`src/rtl/i2c_mon_pkg.sv`:
```
package i2c_mon_pkg;
    localparam int NUM_CAUSE = 5;
    localparam int CAUSE_TX_MISMATCH  = 0;
    localparam int CAUSE_ACK_MISMATCH = 1;
    localparam int CAUSE_BUSY_START   = 2;
    localparam int CAUSE_SLAVE_RSTART = 3;
    localparam int CAUSE_STRAY_STOP   = 4;

    typedef logic [NUM_CAUSE-1:0] cause_t;

    typedef struct packed {
        logic prev_scl;
        logic prev_sda;
        logic start;
        logic stop;
        logic busy;
    } cond_state_t;

    typedef struct packed {
        logic   stop_pend;
        logic   event_p;
        logic   lost;
        cause_t cause;
    } arb_state_t;
endpackage

```
`src/rtl/i2c_mon_sync.sv`:
```
module i2c_mon_sync #(
    parameter int STAGES = 2,
    parameter int WIDTH  = 2
) (
    input  logic             clk,
    input  logic             rst_n,
    input  logic [WIDTH-1:0] raw_i,
    output logic [WIDTH-1:0] sync_o
);
    logic [STAGES-1:0][WIDTH-1:0] chain_q, chain_d;

    always_comb begin
        chain_d[0] = raw_i;
        for (int s = 1; s < STAGES; s++) begin
            chain_d[s] = chain_q[s-1];
        end
    end

    always_ff @(posedge clk or negedge rst_n) begin
        if (!rst_n) chain_q <= '1;
        else        chain_q <= chain_d;
    end

    assign sync_o = chain_q[STAGES-1];
endmodule

```
`src/rtl/i2c_mon_cond.sv`:
```
module i2c_mon_cond
    import i2c_mon_pkg::*;
(
    input  logic clk,
    input  logic rst_n,
    input  logic scl_s,
    input  logic sda_s,
    output logic start_o,
    output logic stop_o,
    output logic busy_o,
    output logic stop_now_o,
    output logic scl_rise_o
);
    cond_state_t st_q, st_d;
    logic scl_high;

    always_comb begin
        st_d          = st_q;
        scl_high      = st_q.prev_scl & scl_s;
        st_d.prev_scl = scl_s;
        st_d.prev_sda = sda_s;
        st_d.start    = scl_high & st_q.prev_sda & ~sda_s;
        st_d.stop     = scl_high & ~st_q.prev_sda & sda_s;
        if (st_d.start)     st_d.busy = 1'b1;
        else if (st_d.stop) st_d.busy = 1'b0;
        stop_now_o    = st_d.stop;
        scl_rise_o    = ~st_q.prev_scl & scl_s;
    end

    always_ff @(posedge clk or negedge rst_n) begin
        if (!rst_n) st_q <= '{prev_scl: 1'b1, prev_sda: 1'b1, default: 1'b0};
        else        st_q <= st_d;
    end

    assign start_o = st_q.start;
    assign stop_o  = st_q.stop;
    assign busy_o  = st_q.busy;

    assert_start_stop_excl_R1: assert property (@(posedge clk) disable iff (!rst_n)
        !(start_o && stop_o));
    assert_busy_on_start_R3: assert property (@(posedge clk) disable iff (!rst_n)
        start_o |-> busy_o);
    assert_idle_on_stop_R3: assert property (@(posedge clk) disable iff (!rst_n)
        stop_o |-> !busy_o);
    assert_start_one_cycle_R1: assert property (@(posedge clk) disable iff (!rst_n)
        start_o |=> !start_o);
endmodule

```
`src/rtl/i2c_mon_arb.sv`:
```
module i2c_mon_arb
    import i2c_mon_pkg::*;
(
    input  logic   clk,
    input  logic   rst_n,
    input  logic   scl_rise,
    input  logic   sda_s,
    input  logic   stop_now,
    input  logic   busy,
    input  logic   sda_drive,
    input  logic   tx_phase,
    input  logic   rx_ack_phase,
    input  logic   is_master,
    input  logic   start_req,
    input  logic   rstart_req,
    input  logic   stop_req,
    input  logic   arb_clr,
    output logic   lost_o,
    output logic   event_o,
    output cause_t cause_o
);
    arb_state_t st_q, st_d;
    logic mismatch;

    always_comb begin
        st_d     = st_q;
        mismatch = scl_rise & is_master & sda_drive & ~sda_s;
        st_d.cause[CAUSE_TX_MISMATCH]  = mismatch & tx_phase;
        st_d.cause[CAUSE_ACK_MISMATCH] = mismatch & rx_ack_phase;
        st_d.cause[CAUSE_BUSY_START]   = start_req & busy;
        st_d.cause[CAUSE_SLAVE_RSTART] = rstart_req & ~is_master;
        st_d.cause[CAUSE_STRAY_STOP]   = stop_now & is_master & ~st_q.stop_pend;
        if (stop_now) st_d.stop_pend = 1'b0;
        if (stop_req) st_d.stop_pend = 1'b1;
        st_d.event_p = |st_d.cause;
        if (arb_clr)      st_d.lost = 1'b0;
        if (st_d.event_p) st_d.lost = 1'b1;
    end

    always_ff @(posedge clk or negedge rst_n) begin
        if (!rst_n) st_q <= '0;
        else        st_q <= st_d;
    end

    assign lost_o  = st_q.lost;
    assign event_o = st_q.event_p;
    assign cause_o = st_q.cause;

    assert_sticky_lost_R9: assert property (@(posedge clk) disable iff (!rst_n)
        (lost_o && !arb_clr) |=> lost_o);
    assert_event_sets_lost_R10: assert property (@(posedge clk) disable iff (!rst_n)
        event_o |-> lost_o);
    assert_event_has_cause_R10: assert property (@(posedge clk) disable iff (!rst_n)
        event_o |-> ($countones(cause_o) > 0));
    assert_slave_no_mismatch_R4: assert property (@(posedge clk) disable iff (!rst_n)
        !$past(is_master) |-> (cause_o[CAUSE_TX_MISMATCH] == 1'b0));
endmodule

```
`src/rtl/i2c_bus_monitor.sv`:
```
module i2c_bus_monitor
    import i2c_mon_pkg::*;
#(
    parameter int SYNC_STAGES = 2
) (
    input  logic                 clk,
    input  logic                 rst_n,
    input  logic                 scl_in,
    input  logic                 sda_in,
    input  logic                 sda_drive,
    input  logic                 tx_phase,
    input  logic                 rx_ack_phase,
    input  logic                 is_master,
    input  logic                 start_req,
    input  logic                 rstart_req,
    input  logic                 stop_req,
    input  logic                 arb_clr,
    output logic                 start_det,
    output logic                 stop_det,
    output logic                 bus_busy,
    output logic                 arb_lost,
    output logic                 arb_event,
    output logic [NUM_CAUSE-1:0] arb_cause
);
    localparam int LINES = 2;

    logic [LINES-1:0] lines_s;
    logic stop_now, scl_rise;

    i2c_mon_sync #(.STAGES(SYNC_STAGES), .WIDTH(LINES)) sync_i (
        .clk    (clk),
        .rst_n  (rst_n),
        .raw_i  ({scl_in, sda_in}),
        .sync_o (lines_s)
    );

    i2c_mon_cond cond_i (
        .clk        (clk),
        .rst_n      (rst_n),
        .scl_s      (lines_s[1]),
        .sda_s      (lines_s[0]),
        .start_o    (start_det),
        .stop_o     (stop_det),
        .busy_o     (bus_busy),
        .stop_now_o (stop_now),
        .scl_rise_o (scl_rise)
    );

    i2c_mon_arb arb_i (
        .clk          (clk),
        .rst_n        (rst_n),
        .scl_rise     (scl_rise),
        .sda_s        (lines_s[0]),
        .stop_now     (stop_now),
        .busy         (bus_busy),
        .sda_drive    (sda_drive),
        .tx_phase     (tx_phase),
        .rx_ack_phase (rx_ack_phase),
        .is_master    (is_master),
        .start_req    (start_req),
        .rstart_req   (rstart_req),
        .stop_req     (stop_req),
        .arb_clr      (arb_clr),
        .lost_o       (arb_lost),
        .event_o      (arb_event),
        .cause_o      (arb_cause)
    );

    assert_stop_cause_with_stop_R8: assert property (@(posedge clk) disable iff (!rst_n)
        arb_cause[CAUSE_STRAY_STOP] |-> stop_det);
    assert_no_start_scl_low_R12: assert property (@(posedge clk) disable iff (!rst_n)
        (!$past(scl_in, 3) && !$past(scl_in, 2)) |-> !start_det);
endmodule

```
`config.mk`:
```
export PLATFORM = sky130hd
export DESIGN_NAME = i2c_bus_monitor
export DESIGN_NICKNAME = d
export VERILOG_FILES = /design/src/rtl/i2c_mon_pkg.sv /design/src/rtl/i2c_mon_sync.sv /design/src/rtl/i2c_mon_cond.sv /design/src/rtl/i2c_mon_arb.sv /design/src/rtl/i2c_bus_monitor.sv
export SDC_FILE = /design/constraint.sdc
export NUM_CORES = 1
export LEC_CHECK = 0
export CORE_MARGIN = 2
export CORE_UTILIZATION = 43
export CTS_CLUSTER_SIZE = 10
export DETAILED_ROUTE_END_ITERATION = 10
export GPL_ROUTABILITY_DRIVEN = 0
export PLACE_DENSITY_LB_ADDON = 0.3
export SLEW_MARGIN = 20
export SYNTH_ARGS = -nofsm -noshare
export SYNTH_HDL_FRONTEND = slang
export SYNTH_SLANG_ARGS = --single-unit
```
`constraint.sdc`:
```
create_clock -name clk -period 3 [get_ports clk]
set_input_delay 0.45 -clock clk [delete_from_list [all_inputs] [get_ports clk]]
set_output_delay 0.45 -clock clk [all_outputs]
set_load 0.02 [all_outputs]
```
Word-level counts from Yosys, hierarchy flattened --
Cells that the tools add are included. W data, S select, Z words.
Storage, ports and cells: input port bits 12, logic and storage cells 40, register bits 17
Cells by class: bitwise operators 20, mux-type cells 5, reductions and logical operators 4
Operators by type and width (number):
- $and A1 B1 Y1 | 15
- $reduce_bool A2 Y1 | 3
- $mux W1 | 5
- $not A1 Y1 | 5
- $reduce_or A5 Y1 | 1

Depth between registers and ports, before layout --
Gate-level depths: netlist of run 1.
word-level depth 8, mapped depth 4, depth with buffers taken out 4

Hierarchy --
A second synthesis of run 1 with hierarchy kept.
Unflattened totals: cells, all modules 43, area, all modules 628.1 um^2
Modules (own cells, without submodules):
- i2c_mon_arb | times used 1, area an instance 340.3 um^2, cells an instance 26
- i2c_mon_cond | times used 1, area an instance 182.7 um^2, cells an instance 13
- i2c_mon_sync | times used 1, area an instance 105.1 um^2, cells an instance 4

Worst setup path after synthesis of run 1 --
No wires, ideal clock.
path kind reg-to-reg, start reg sync_i.chain_q (netlist bit sync_i.sync_o[0]), end reg arb_i.st_q[7] in the netlist's numbering, cell stages (with the launch flop) 3, arrival 909 ps, slack 1972 ps, period minus slack after synthesis 1028 ps, library setup time 119 ps, cells stage by stage dfstp_2 nand4b_1 a21o_2
Between the ends: longest elaborated chain between the ends 2
RTL lines:
- from (decl) | line i2c_mon_sync.sv:10 | logic [STAGES-1:0][WIDTH-1:0] chain_q, chain_d;
- from (signal assigned) | line i2c_mon_sync.sv:21 | else chain_q <= chain_d;
- $and A1 B1 Y1 | line i2c_mon_cond.sv:23 | st_d.stop = scl_high & ~st_q.prev_sda & sda_s;
- $reduce_bool A2 Y1 (no source line)
- to (signal assigned) | line i2c_mon_arb.sv:42 | else st_q <= st_d;
- to (decl) | line i2c_mon_arb.sv:22 | arb_state_t st_q, st_d;
Every way passes these cells. A chain may end at the register's enable or synchronous reset.

Worst setup path after layout of run 1 --
start reg cond_i.st_q (netlist bit cond_i.busy_o), end out bus_busy
RTL lines:
- from (decl) | line i2c_mon_cond.sv:14 | cond_state_t st_q, st_d;
- from (signal assigned) | line i2c_mon_cond.sv:32 | else st_q <= st_d;
- to (decl) | line i2c_bus_monitor.sv:20 | output logic bus_busy,
No word-level cell between the ends.

==> metrics.txt, run 1 <==
drt initial violations 1; CTS buffer count 3; # Post-CTS Setup Buffers 0; Max Cap Viol 0; buffers and inverters on the worst path 1; maximum root-to-sink buffer count 2; max frequency 588 MHz; CP max FO 3; Netlist Area Pre-Place 613 um^2; placed cell count 71; # diodes 0; row cnt 13; DR vias/cell 4.92; Critical Setup Path Class register to output pin; Pwr per Cell Area 522 mW/mm^2; post-synthesis average cell area 15.3 um^2; R2R Setup Slk 1.87 ns; total gr overflow 0; CP max-delay cell clkdlybuf4s50_1; synth unique cells 18; CTS tree yes; pre-CTS setup slack 1.43 ns; crit-path leading delay family buffers and inverters; IO Pins 22; DR pass1 iterations 2; CTS hold repair buffers 0; Clock Skews 0.00840 ns; Min-Delay Path Class register to register; Crit path arrival time 1.25 ns; hpwl dp 721 um; WL per Instance 12.2 um; Core Box Area 0.00132 mm^2; clock latency on the worst-skew pair 0.28 ns; die height 41.8 um; final std cells w/o fill 75; post-cts sizing count 0; fin nets 73; global-route wire length before repair 1700 um; Final Hold Fails 0; DRC 0; Clock Pin Slew Worst Setup and Hold Paths 0.09 ns; via count of the first global-routing pass 397; status complete, no violations; Die ar. 0.00174 mm^2; worst vdd ir 0.315 mV; PortBufs 21; critical path capture point type output pin; # setup viols final 0; Final min period 1.70 ns; CTS root buf clkbuf_4; largest net degree at the start of global routing 18; Global Route Usage Sum 13.4%; critical path, cell by cell clkdlybuf4s50_1; Syn-to-layout area delta 35.5%; RSZ-0062 raised after global routing no; sequential share of the synthesized area 70.6%; Hold WS 0.360 ns; TritonCTS Sinks 17; final instance area 831 um^2; flops & latches, synth 17; Vias 369; Die Wd 41.8 um; Slew headroom 51.6%; Tcrit/Tclk final 56.7%; final setup TNS 0 ns; Worst-Margin Slew 0.724 ns; Tot Pwr 434 uW; placed cell area 805 um^2; pins over their slew limit 0; H-tree depth 1; Initial Utilization 46.5%; share of post-route cells with drive strength above 1 23.3%; post-synthesis instance total 40; Final Worst Setup Slack 1.30 ns; Routed WL 916 um; P_leak 0.388 nW; CP max stage delay 0.61 ns; Syn. warnings 0; Antenna Nets Post-Route 0; required time of the critical path 2.55 ns; initial antenna violation count 0; Syn Nets 52; Worst setup SP type register; Layout Utilization 63.1%
## area by class of cell
cell class	instances	area, um^2
Fill cell	98	487
Clock buffer	4	26.3
Inverter	3	11.3
Timing Repair Buffer	21	210
Sequential cell	17	433
Multi-Input combinational cell	15	131
Tap cell	15	18.8
## report_power, final
part	internal (mW)	leakage (nW)	total, mW	switching, mW
clock	0.0515	0.0150	0.114	0.0626
combinational	0.0367	0.170	0.0669	0.0302
sequential	0.247	0.202	0.253	0.00665
## sequential cells by signal, summed over array words and instances (netlist names)
name,cells
cond_i.stop_o,1
cond_i.start_o,1
cond_i.st_q,2
arb_i.event_o,1
sync_i.chain_d,2
arb_i.cause_o,5
arb_i.lost_o,1
arb_i.st_q,1
sync_i.sync_o,2
cond_i.busy_o,1
## layout by cell type (no fill, tap or decap)
cell type	instances
clkdlybuf4s50_1	21
dfrtp_1	11
dfstp_2	6
and2_1	3
clkbuf_4	3
inv_1	2
nor3b_2	1
and3_1	1
nand4b_1	1
inv_2	1
nand3b_4	1
nor2b_1	1
nor2_1	1
o2111ai_1	1
nand3_1	1
and4b_1	1
a21o_1	1
o2111ai_2	1
a21o_2	1
clkbuf_1	1
## cells in the mapped netlist
master / n / share of area, %
nor2_1: 1 / 0.61
and3_1: 1 / 1.0
inv_1: 2 / 1.2
and2_1: 3 / 3.1
o2111ai_1: 1 / 1.4
nand4b_1: 1 / 1.4
nand3_1: 1 / 0.82
buf_4: 5 / 6.1
dfrtp_1: 11 / 45
nor3b_2: 1 / 2.0
nand3b_4: 1 / 3.3
and4b_1: 1 / 1.6
o2111ai_2: 1 / 2.4
a21o_2: 1 / 1.4
nor2b_1: 1 / 1.0
inv_2: 1 / 0.61
dfstp_2: 6 / 26
a21o_1: 1 / 1.2
## worst reg2reg max path, delay by kind of cell, from the launching register on
family | cells | cell delay (ns)
AO/OA/AOI/OAI | 1 | 0.09
flip-flops | 1 | 0.56
buffers and inverters | 1 | 0.13
AND/OR/NAND/NOR | 2 | 0.27
## metal layers
metal / share of wire, % / track usage [%]
met1: 43 / 15.3
met2: 49 / 21.9
met3: 6.8 / 3.04
met5: 0 / 0
met4: 0.87 / 9.68
## final timing paths
| check | startpoint | depth (start not counted) | end |
|---|---|---|---|
| max in group asynchronous | rst_n | 1 | arb_i.cause_o[1]$_DFF_PN0_ |
| setup reg to reg | sync_i.sync_o[0]$_DFF_PN1_ | 4 | arb_i.lost_o$_DFFE_PN0P_ |
| setup / recovery | cond_i.busy_o$_DFFE_PN0P_ | 1 | bus_busy |
| hold reg to reg | sync_i.chain_d[3]$_DFF_PN1_ | 0 | sync_i.sync_o[1]$_DFF_PN1_ |
| hold / removal | sync_i.chain_d[3]$_DFF_PN1_ | 0 | sync_i.sync_o[1]$_DFF_PN1_ |
| min in group asynchronous | rst_n | 1 | arb_i.cause_o[3]$_DFF_PN0_ |
## kinds of logic (layout without fill, tap and decap cells)
| family | Yosys count | count (layout) | share of synthesized area (%) |
|---|---|---|---|
| buffers and inverters | 8 | 28 | 7.96 |
| AO/OA/AOI/OAI | 4 | 4 | 6.53 |
| flip-flops | 17 | 17 | 70.6 |
| AND/OR/NAND/NOR | 11 | 11 | 14.9 |
Power figures use the tool's default switching activity.
==> run 2: changes to the inputs <==
--- a/config.mk
+++ b/config.mk
@@ -6,7 +6,7 @@
 export NUM_CORES = 1
 export LEC_CHECK = 0
 export CORE_MARGIN = 2
-export CORE_UTILIZATION = 43
+export CORE_UTILIZATION = 41
 export CTS_CLUSTER_SIZE = 10
 export DETAILED_ROUTE_END_ITERATION = 10
 export GPL_ROUTABILITY_DRIVEN = 0
==> constraint.sdc (replaced) <==
create_clock -name clk -period 1.7 [get_ports clk]
set_input_delay 0.255 -clock clk [delete_from_list [all_inputs] [get_ports clk]]
set_output_delay 0.255 -clock clk [all_outputs]
set_load 0.02 [all_outputs]
==> run 2 against run 1 <==
Against the previous run: core utilization decreased by 0.87 points; clock power increased by 78%; wire length decreased by 1.1%; critical path type unchanged.
==> metrics.txt, run 2 (synthesis gave the netlist of run 1 again) <==
H-tree depth 1 (unchanged); maximum root-to-sink buffer count 2 (unchanged); fin nets 74 (was 73); Die ar. 0.00182 mm^2 (was 0.00174 mm^2); initial antenna violation count 0 (unchanged); Largest register FFs 5 (unchanged); IO Pins 22 (unchanged); NetSw 180 uW (was 99.4 uW); Initial Utilization 45.4% (was 46.5%); combinational fraction of design power 15.4% (about the same); CP max-delay cell clkdlybuf4s50_1 (unchanged); Clock Skews 0.00420 ns (was 0.00840 ns); worst vdd ir 0.766 mV (was 0.315 mV); WL per Instance 11.9 um (was 12.2 um); Pwr per Cell Area 914 mW/mm^2 (was 522 mW/mm^2); Min-Delay Path Class input port to asynchronous set/reset pin (was register to register); TritonCTS Sinks 17 (unchanged); DR pass1 iterations 1 (was 2); PortBufs 21 (unchanged); critical path capture point type output pin (unchanged); Die Wd 42.7 um (was 41.8 um); Final Worst Setup Slack 0.190 ns (was 1.30 ns); Routed WL 906 um (was 916 um); post-cts sizing count 0 (unchanged); status complete, no violations (unchanged); P_leak 0.395 nW (was 0.388 nW); # Post-CTS Setup Buffers 0 (unchanged); critical path, cell by cell clkdlybuf4s50_1 (unchanged); final setup TNS 0 ns (unchanged); Sw Share 23.4% (was 22.9%); share of post-route cells with drive strength above 1 26.2% (was 23.3%); Vias 358 (was 369); Worst-Margin Slew 0.265 ns (was 0.724 ns); most frequent cells in the layout clkdlybuf4s50_1, dfrtp_1, dfstp_2, and2_1, clkbuf_4 (unchanged); CP max stage delay 0.60 ns (was 0.61 ns); Worst setup SP type register (unchanged); buffers and inverters on the worst path 1 (unchanged); CTS buffer count 3 (unchanged); # diodes 0 (unchanged); required time of the critical path 1.44 ns (was 2.55 ns); Antenna Nets Post-Route 0 (unchanged); Tcrit/Tclk final 88.8%; crit-path leading delay family buffers and inverters (unchanged); Final min period 1.51 ns; CTS hold repair buffers 0 (unchanged); largest net degree at the start of global routing 18 (unchanged); Clk pwr share 26.4% (was 26.3%); RSZ-0062 raised after global routing no (unchanged); DRC 0 (unchanged); CTS root buf clkbuf_4 (unchanged); row cnt 13 (unchanged); Hold WS 0.294 ns (was 0.360 ns); CTS tree yes (unchanged); Slew headroom 82.3% (was 51.6%); max frequency 662 MHz; most common cell after layout, fill and taps aside clkdlybuf4s50_1 (unchanged); drt initial violations 0 (was 1); CP max FO 3 (unchanged); hpwl dp 740 um (was 721 um); clock latency on the worst-skew pair 0.27 ns (was 0.28 ns); DR vias/cell 4.71 (was 4.92); pins over their slew limit 0 (unchanged); total gr overflow 0 (unchanged); Critical Setup Path Class register to output pin (unchanged); Clock Pin Slew Worst Setup and Hold Paths 0.10 ns (was 0.09 ns); global-route wire length before repair 1620 um (was 1700 um); internal power 588 uW (was 335 uW); Syn-to-layout area delta 36.9% (was 35.5%); Max Cap Viol 0 (unchanged); Final Hold Fails 0 (unchanged); die height 42.7 um (was 41.8 um); Global Route Usage Sum 11.8% (was 13.4%); # setup viols final 0 (unchanged); Flop pwr share 58.2% (was 58.3%); Crit path arrival time 1.25 ns (about the same); Core Box Area 0.00135 mm^2 (was 0.00132 mm^2); via count of the first global-routing pass 400 (was 397); pre-CTS setup slack 0.331 ns (was 1.43 ns)
==> run 2: cell types whose count changed in the layout (fill, tap and decap cells not counted) <==
cell      previous run  this run
clkbuf_1             1         0
buf_4                0         1
clkinv_2             0         1
==> run 2: power groups by stage <==
| stage | Sequential (mW) | Combinational [mW] | Clock, mW |
|---|---|---|---|
| final | 0.447 | 0.118 | 0.203 |
| after detailed placement | 0.455 | 0.120 | 0 |
| after global routing | 0.451 | 0.127 | 0.234 |
| after CTS | 0.448 | 0.120 | 0.212 |
| after floorplan | 0.469 | 0.0354 | 0 |
| after global placement | 0.453 | 0.118 | 0 |
==> run 2: cell type report <==
type	count	area (um^2)
repair buffers	22	218
clock buffers	3	22.5
well taps	15	18.8
fillers	106	510
inverters	3	11.3
clock inverters	1	5.00
flip-flops and latches	17	433
multi-input cells	15	131
==> run 2: metrics by stage <==
step                      utilization (%)  power, mW  cell area [um^2]  cells
after floorplan                         -      0.504               613     40
after global placement               60.1      0.572               812     72
after detailed placement             60.1      0.575               812     72
after CTS                            62.2      0.780               840     76
after global routing                 62.2      0.812               840     76
final                                62.2      0.768               840     76
==> run 2: path summary, 6_finish.rpt <==
check                           slack, ns                         from                          to  cells past startpoint
worst max-delay path                 0.19    cond_i.busy_o$_DFFE_PN0P_                    bus_busy                      1
worst min-delay path                 0.29                        rst_n  arb_i.cause_o[2]$_DFF_PN0_                      2
worst max register to register       0.57   sync_i.sync_o[1]$_DFF_PN1_  arb_i.cause_o[0]$_DFF_PN0_                      3
worst min register to register       0.36  sync_i.chain_d[3]$_DFF_PN1_  sync_i.sync_o[1]$_DFF_PN1_                      0
max in group asynchronous            1.16                        rst_n  sync_i.sync_o[1]$_DFF_PN1_                      2
min in group clk                     0.36  sync_i.chain_d[3]$_DFF_PN1_  sync_i.sync_o[1]$_DFF_PN1_                      0
==> run 2: layer usage <==
metal	vias to the layer above	GRT usage, %	part of all wire, %
met2	15	20.3	50
li1	173	-	-
met3	0	4.26	7.8
met5	-	0	0
met4	0	1.88	0
met1	170	14.2	42
==> run 3: changes to the inputs <==
--- a/config.mk
+++ b/config.mk
@@ -9,7 +9,6 @@
 export CORE_UTILIZATION = 41
 export CTS_CLUSTER_SIZE = 10
 export DETAILED_ROUTE_END_ITERATION = 10
-export GPL_ROUTABILITY_DRIVEN = 0
 export PLACE_DENSITY_LB_ADDON = 0.3
 export SLEW_MARGIN = 20
 export SYNTH_ARGS = -nofsm -noshare
==> constraint.sdc (replaced) <==
create_clock -name clk -period 1.7 [get_ports clk]
set_input_delay 0.17 -clock clk [delete_from_list [all_inputs] [get_ports clk]]
set_output_delay 0.17 -clock clk [all_outputs]
set_load 0.02 [all_outputs]
==> results of run 3 <==
Same layout as run 2 (identical final DEF). Status: complete, no violations.
Main changes from that run: setup slack after placement 0.331 ns -> 0.416 ns; setup slack after layout 0.190 ns -> 0.275 ns; hold slack 0.294 ns -> 0.209 ns
